[src/rtl/sbus_pkg.sv]
package sbus_pkg;
  typedef enum logic [2:0] {
    ALU_ADD  = 3'd0,
    ALU_SUB  = 3'd1,
    ALU_AND  = 3'd2,
    ALU_OR   = 3'd3,
    ALU_XOR  = 3'd4,
    ALU_PASS = 3'd5,
    ALU_NOT  = 3'd6,
    ALU_SHL  = 3'd7
  } alu_op_e;

  typedef enum logic [1:0] {
    ACC_IDLE = 2'd0,
    ACC_RD   = 2'd1,
    ACC_WR   = 2'd2
  } acc_state_e;

  localparam int STEP_BYTES = 4;
endpackage

[src/rtl/sbus_regfile.sv]
module sbus_regfile #(
  parameter int DW   = 32,
  parameter int NREG = 4
) (
  input  logic                 clk,
  input  logic                 rst_sn,
  input  logic [NREG-1:0]      ie,
  input  logic [DW-1:0]        bus_in,
  output logic [NREG*DW-1:0]   q_flat
);
  genvar g;
  generate
    for (g = 0; g < NREG; g++) begin : g_reg
      logic [DW-1:0] q;
      logic [DW-1:0] d;
      always_comb begin
        d = q;
        if (ie[g]) d = bus_in;
      end
      always_ff @(posedge clk or negedge rst_sn) begin
        if (!rst_sn) q <= '0;
        else         q <= d;
      end
      assign q_flat[g*DW +: DW] = q;
    end
  endgenerate
endmodule

[src/rtl/sbus_busmux.sv]
module sbus_busmux #(
  parameter int DW   = 32,
  parameter int NSRC = 7
) (
  input  logic [NSRC-1:0]     src_en,
  input  logic [NSRC*DW-1:0]  src_flat,
  output logic [DW-1:0]       bus
);
  always_comb begin
    bus = '0;
    for (int i = 0; i < NSRC; i++) begin
      bus = bus | (src_flat[i*DW +: DW] & {DW{src_en[i]}});
    end
  end
endmodule

[src/rtl/sbus_alu.sv]
module sbus_alu #(
  parameter int DW = 32
) (
  input  logic [DW-1:0] opa,
  input  logic [DW-1:0] opb,
  input  logic [2:0]    op,
  output logic [DW-1:0] res
);
  import sbus_pkg::*;
  alu_op_e sel;
  always_comb begin
    sel = alu_op_e'(op);
    unique case (sel)
      ALU_ADD:  res = opa + opb;
      ALU_SUB:  res = opa - opb;
      ALU_AND:  res = opa & opb;
      ALU_OR:   res = opa | opb;
      ALU_XOR:  res = opa ^ opb;
      ALU_PASS: res = opb;
      ALU_NOT:  res = ~opb;
      ALU_SHL:  res = {opb[DW-2:0], 1'b0};
      default:  res = opb;
    endcase
  end
endmodule

[src/rtl/sbus_memif.sv]
module sbus_memif #(
  parameter int DW = 32
) (
  input  logic          clk,
  input  logic          rst_sn,
  input  logic [DW-1:0] bus_in,
  input  logic          mar_ie,
  input  logic          mdr_ie,
  input  logic          rd_req,
  input  logic          wr_req,
  input  logic [DW-1:0] mem_rdata,
  input  logic          mem_done,
  output logic [DW-1:0] mar_q,
  output logic [DW-1:0] mdr_q,
  output logic          mem_rd,
  output logic          mem_wr,
  output logic          mem_wait
);
  import sbus_pkg::*;

  acc_state_e    st_q, st_d;
  logic [DW-1:0] mar_d, mdr_d;
  logic          rd_fin;

  always_comb begin
    st_d = st_q;
    unique case (st_q)
      ACC_IDLE: begin
        if (rd_req)      st_d = ACC_RD;
        else if (wr_req) st_d = ACC_WR;
      end
      ACC_RD:  if (mem_done) st_d = ACC_IDLE;
      ACC_WR:  if (mem_done) st_d = ACC_IDLE;
      default: st_d = ACC_IDLE;
    endcase
  end

  assign rd_fin = (st_q == ACC_RD) && mem_done;

  always_comb begin
    mar_d = mar_q;
    if (mar_ie) mar_d = bus_in;
    mdr_d = mdr_q;
    if (rd_fin)      mdr_d = mem_rdata;
    else if (mdr_ie) mdr_d = bus_in;
  end

  always_ff @(posedge clk or negedge rst_sn) begin
    if (!rst_sn) begin
      st_q  <= ACC_IDLE;
      mar_q <= '0;
      mdr_q <= '0;
    end else begin
      st_q  <= st_d;
      mar_q <= mar_d;
      mdr_q <= mdr_d;
    end
  end

  assign mem_rd   = (st_q == ACC_RD);
  assign mem_wr   = (st_q == ACC_WR);
  assign mem_wait = (st_q != ACC_IDLE);
endmodule

[src/rtl/sbus_datapath.sv]
module sbus_datapath #(
  parameter int DW   = 32,
  parameter int NREG = 4
) (
  input  logic            clk,
  input  logic            rst_n,
  input  logic [NREG-1:0] gpr_oe,
  input  logic            pc_oe,
  input  logic            mdr_oe,
  input  logic            z_oe,
  input  logic [NREG-1:0] gpr_ie,
  input  logic            pc_ie,
  input  logic            mar_ie,
  input  logic            mdr_ie,
  input  logic            ir_ie,
  input  logic            y_ie,
  input  logic            z_ie,
  input  logic            const_sel,
  input  logic [2:0]      alu_op,
  input  logic            mem_rd_req,
  input  logic            mem_wr_req,
  input  logic [DW-1:0]   mem_rdata,
  input  logic            mem_done,
  output logic [DW-1:0]   mem_addr,
  output logic [DW-1:0]   mem_wdata,
  output logic            mem_rd,
  output logic            mem_wr,
  output logic            mem_wait,
  output logic [DW-1:0]   ir,
  output logic [DW-1:0]   bus_mon
);
  import sbus_pkg::*;

  localparam int NSRC = NREG + 3;
  localparam logic [DW-1:0] STEP = DW'(STEP_BYTES);

  logic rst_s0, rst_sn;
  always_ff @(posedge clk or negedge rst_n) begin
    if (!rst_n) begin
      rst_s0 <= 1'b0;
      rst_sn <= 1'b0;
    end else begin
      rst_s0 <= 1'b1;
      rst_sn <= rst_s0;
    end
  end

  logic [DW-1:0]      bus;
  logic [NREG*DW-1:0] gpr_flat;
  logic [DW-1:0]      pc_q, pc_d, ir_q, ir_d, y_q, y_d, z_q, z_d;
  logic [DW-1:0]      mdr_q, mar_q, alu_a, alu_res;
  logic [NSRC-1:0]    src_en;
  logic [NSRC*DW-1:0] src_flat;

  sbus_regfile #(.DW(DW), .NREG(NREG)) u_rf (
    .clk(clk), .rst_sn(rst_sn), .ie(gpr_ie), .bus_in(bus), .q_flat(gpr_flat)
  );

  assign src_en   = {z_oe, mdr_oe, pc_oe, gpr_oe};
  assign src_flat = {z_q, mdr_q, pc_q, gpr_flat};

  sbus_busmux #(.DW(DW), .NSRC(NSRC)) u_mux (
    .src_en(src_en), .src_flat(src_flat), .bus(bus)
  );

  assign alu_a = const_sel ? STEP : y_q;

  sbus_alu #(.DW(DW)) u_alu (
    .opa(alu_a), .opb(bus), .op(alu_op), .res(alu_res)
  );

  sbus_memif #(.DW(DW)) u_mem (
    .clk(clk), .rst_sn(rst_sn), .bus_in(bus), .mar_ie(mar_ie), .mdr_ie(mdr_ie),
    .rd_req(mem_rd_req), .wr_req(mem_wr_req), .mem_rdata(mem_rdata),
    .mem_done(mem_done), .mar_q(mar_q), .mdr_q(mdr_q), .mem_rd(mem_rd),
    .mem_wr(mem_wr), .mem_wait(mem_wait)
  );

  always_comb begin
    pc_d = pc_q;
    if (pc_ie) pc_d = bus;
    ir_d = ir_q;
    if (ir_ie) ir_d = bus;
    y_d = y_q;
    if (y_ie) y_d = bus;
    z_d = z_q;
    if (z_ie) z_d = alu_res;
  end

  always_ff @(posedge clk or negedge rst_sn) begin
    if (!rst_sn) begin
      pc_q <= '0;
      ir_q <= '0;
      y_q  <= '0;
      z_q  <= '0;
    end else begin
      pc_q <= pc_d;
      ir_q <= ir_d;
      y_q  <= y_d;
      z_q  <= z_d;
    end
  end

  assign mem_addr  = mar_q;
  assign mem_wdata = mdr_q;
  assign ir        = ir_q;
  assign bus_mon   = bus;
endmodule

[config.mk]
export PLATFORM = sky130hd
export DESIGN_NAME = sbus_datapath
export DESIGN_NICKNAME = d
export VERILOG_FILES = /design/src/rtl/sbus_pkg.sv /design/src/rtl/sbus_regfile.sv /design/src/rtl/sbus_busmux.sv /design/src/rtl/sbus_alu.sv /design/src/rtl/sbus_memif.sv /design/src/rtl/sbus_datapath.sv
export SDC_FILE = /design/constraint.sdc
export NUM_CORES = 1
export LEC_CHECK = 0
export ABC_AREA = 1
export BUFFER_PORTS_ARGS = -buffer_cell sky130_fd_sc_hd__buf_2
export CORE_ASPECT_RATIO = 1.2
export CORE_MARGIN = 4
export CORE_UTILIZATION = 40
export DETAILED_ROUTE_END_ITERATION = 6
export PLACE_DENSITY = 0.56
export SLEW_MARGIN = 10
export SYNTH_ARGS = -nofsm -noshare
export SYNTH_HDL_FRONTEND = slang
export SYNTH_HIERARCHICAL = 1
export SYNTH_SLANG_ARGS = --single-unit
[constraint.sdc]
create_clock -name clk -period 11.8 [get_ports clk]
set_clock_uncertainty 0.2 [all_clocks]
set_input_delay 2.36 -clock clk [delete_from_list [all_inputs] [get_ports clk]]
set_output_delay 2.36 -clock clk [all_outputs]
set_load 0.01 [all_outputs]
==> results by group <==
Status
  • Status: completed

Critical path
  • CP cell instances: buf_2, nand2_1, inv_1, nor2_1, nand2_1, buf_2
  • CP max stage cell: nand2_1
  • Critical Path RT: between 9 and 10 ns
  • Setup CP Type: in -> out
  • Critical Path Start Type: input pin
  • CP Buf/Inv Count: 3
  • Crit-path max cell delay: 0.64 ns
  • CP Max Fanout: 32
  • Top delay family on crit path: buffers and inverters
  • Worst Path Arrival: slightly above 4 ns
  • CP endpoint kind: primary output

Drt
  • DRC violations left: 0
  • Via Count: approximately 19000
  • Final ANT Viol Nets: 0
  • Total wire length: between 60000 and 70000 µm
  • Vias/cell: 5.00
  • Initial DRC Count: ~1600
  • WL per Instance: approximately 17 µm
  • Drt pass-1 iters: 5

STA
  • Measured slew at the worst slew-check pin: around 1 ns
  • # setup viols final: 0
  • WHS: approximately 0.029 ns
  • RSZ-0062 raised after global routing: false
  • Relative slew slack: 32.1%
  • Final period util: between 50% and 60%
  • Final setup margin: approximately 5.1 ns
  • Final Hold Viols: 0
  • Setup_tns: 0 ns
  • Fin. max-slew vios: 0
  • Achievable Freq: roughly 150 MHz
  • Fin crit period: 6.70 ns

Die
  • Starting Density: 40.6%
  • Die width: 217 µm
  • Die area: around 56000 µm²
  • I/O pin cnt: around 190
  • Chip Height: 259 µm
  • Placement Rows: 91
  • Core area: ~52000 µm²

Synthesis
  • Synthesized cell area: roughly 21000 µm²
  • Synth cell types: 47
  • Most used DFF post-synth: dfrtp_1
  • Avg Cell Area, Syn: 7.10 µm²
  • Cell taking the most area after synthesis: dfrtp_1
  • Top post-synthesis cells by area: dfrtp_1 (39%), nand2_1 (26%), ha_1 (5.9%)
  • Post-synthesis sequential area ratio: 38.7%
  • Gate count after technology mapping: approximately 2900
  • EDFF count, synth: 0
  • Syn Nets: around 3100
  • Synth top area share: 38.7%
  • Asr flop ratio synth: 100%
  • Top post-synthesis cells by count: nand2_1 (1434), dfrtp_1 (324), inv_1 (288), nor2_1 (173), nand3_1 (143)
  • Yosys warning count: 6
  • FF+latch count, synth: 324
  • Cell with the most instances after synthesis: nand2_1

Hold path
  • Hold Path Class: reg -> async

GRT
  • Initial antenna violation count: 0
  • Vias in the first global route: ~19000
  • Largest net degree at the start of global routing: 79
  • Gr ovfl total: 0
  • First-pass GRT wire length: roughly 110000 µm
  • GR Util All Layers: 23.3%

Clock tree
  • Worst-case clock buffer depth: 3
  • TritonCTS Buffers: 36
  • Clk root buf: clkbuf_16
  • CTS Hold Bufs: 0
  • TritonCTS clock tree: done
  • Setup bufs post-CTS: 0
  • Num Clock Sinks: 324
  • Worst-Skew Late Latency: roughly 0.53 ns
  • Clk slew on worst S/H paths: about 0.06 ns
  • H-tree Lvls: 2
  • Post-CTS Resized: 0

Power
  • Pwr dens: about 160 nW/µm²
  • Total power: around 3.6 mW
  • Peak VDD IR: between 0.08 and 0.09 mV
  • Pleak: 13.0 nW

Layout
  • Antenna cell count: 0
  • Share of post-route cells with drive strength above 1: 12.9%
  • Final #Nets: between 3000 and 4000
  • Final core area utilization: between 40% and 50%
  • Syn-to-layout area delta: 9.76%
  • Post-route cell area: between 20000 and 25000 µm²
  • Post-Layout Cell Count: 3802

Run
  • Max-cap violations: 0

Placed design
  • Post-DP HPWL: about 46000 µm
  • Port bufs: 188
  • Placed cell count: between 3000 and 4000
  • DP Worst Slack: between 4 and 5 ns
  • Area after DPL: roughly 22000 µm²
  • Placer congestion estimate: 0.951
layout make-up:
| type | instances | area [µm²] |
|---|---|---|
| multi-input cells | 2197 | 10500 |
| fillers | 5301 | 28600 |
| well taps | 697 | 872 |
| repair buffers | 221 | 1190 |
| flip-flops and latches | 324 | 8110 |
| clock buffers | 51 | 1040 |
| inverters | 302 | 1170 |
| clock inverters | 10 | 105 |
worst reg2reg max path, stage by stage, from the launching register on:
cell	delay (ns)
dfrtp_1	0.42
nand2_1	0.08
nand2_1	0.06
nor2_1	0.11
nand2_1	0.44
inv_2	0.31
nand3_4	0.11
nor2_4	0.17
nand3_1	0.27
nor4_1	0.49
nor2_1	0.08
nand2_1	0.08
nand2_1	0.06
ha_1	0.39
nand2_1	0.17
nor2_1	0.21
nand2_1	0.12
nor2_1	0.10
nand2_1	0.10
nand2_1	0.08
nand2_1	0.05
nand2_1	0.08
nand2_1	0.06
nand2_1	0.16
nand2_1	0.07
nand2_1	0.09
routing by layer:
| metal | global-route usage [%] | routed length (µm) |
|---|---|---|
| met1 | 31.1 | 29500 |
| met2 | 40.2 | 31600 |
| met3 | 2.09 | 3260 |
| met4 | 7.51 | 2030 |
| met5 | 0 | 0 |
flip-flops by register name, summed over array words and instances (netlist names):
| register | cells |
|---|---|
| ir | 32 |
| pc_q | 32 |
| rst_s0 | 1 |
| rst_sn | 1 |
| u_mem/mar_q | 32 |
| u_mem/mdr_q | 32 |
| u_mem/st_q | 2 |
| u_rf/g.q | 128 |
| y_q | 32 |
| z_q | 32 |
report_power, final:
group | total [mW] | internal [mW] | switching, mW | leakage (nW)
sequential | 1.39 | 1.27 | 0.117 | 3.56
clock | 1.11 | 0.655 | 0.457 | 0.561
combinational | 1.09 | 0.366 | 0.728 | 8.90
worst paths after layout:
path / startpoint / endpoint / slack, ns / cells past startpoint
hold reg to reg: rst_sn$_DFF_PN0_ / y_q[29]$_DFFE_PN0P_ / 0.03 / 0
setup reg to reg: u_mem/mdr_q[2]$_DFFE_PN0P_ / z_q[31]$_DFFE_PN0P_ / 7.16 / 25
max in group asynchronous: rst_sn$_DFF_PN0_ / ir[7]$_DFFE_PN0P_ / 9.12 / 2
hold / removal: rst_sn$_DFF_PN0_ / y_q[29]$_DFFE_PN0P_ / 0.03 / 0
setup / recovery: gpr_oe[2] / bus_mon[8] / 5.10 / 6
min in group clk: rst_s0$_DFF_PN0_ / rst_sn$_DFF_PN0_ / 0.16 / 0
kinds of logic after synthesis:
group / synth area share, %
XOR/XNOR: 1.67
multiplexers: 2.26
AO/OA/AOI/OAI: 4.27
other: 0.0179
AND/OR/NAND/NOR: 35.9
flip-flops: 38.7
buffers and inverters: 11.2
adder cells (fa/ha/maj): 6.01
layout by cell type (no fill, tap or decap), types with 3 or more instances in the layout:
cell	count
clkinv_2	6
nand2_2	69
xor2_1	38
clkbuf_8	6
inv_1	288
nor2_1	173
dfrtp_1	323
nand4_1	6
o21bai_1	3
clkbuf_16	37
nand2_1	1433
o22ai_1	62
clkbuf_1	8
nor3_1	33
ha_1	99
o2111ai_1	6
buf_4	33
inv_2	6
nand3_1	143
o21ai_0	39
mux2_4	30
a21oi_1	32
nand3b_1	3
inv_4	4
buf_2	188
No activity file was read; power rests on OpenSTA's default activity.
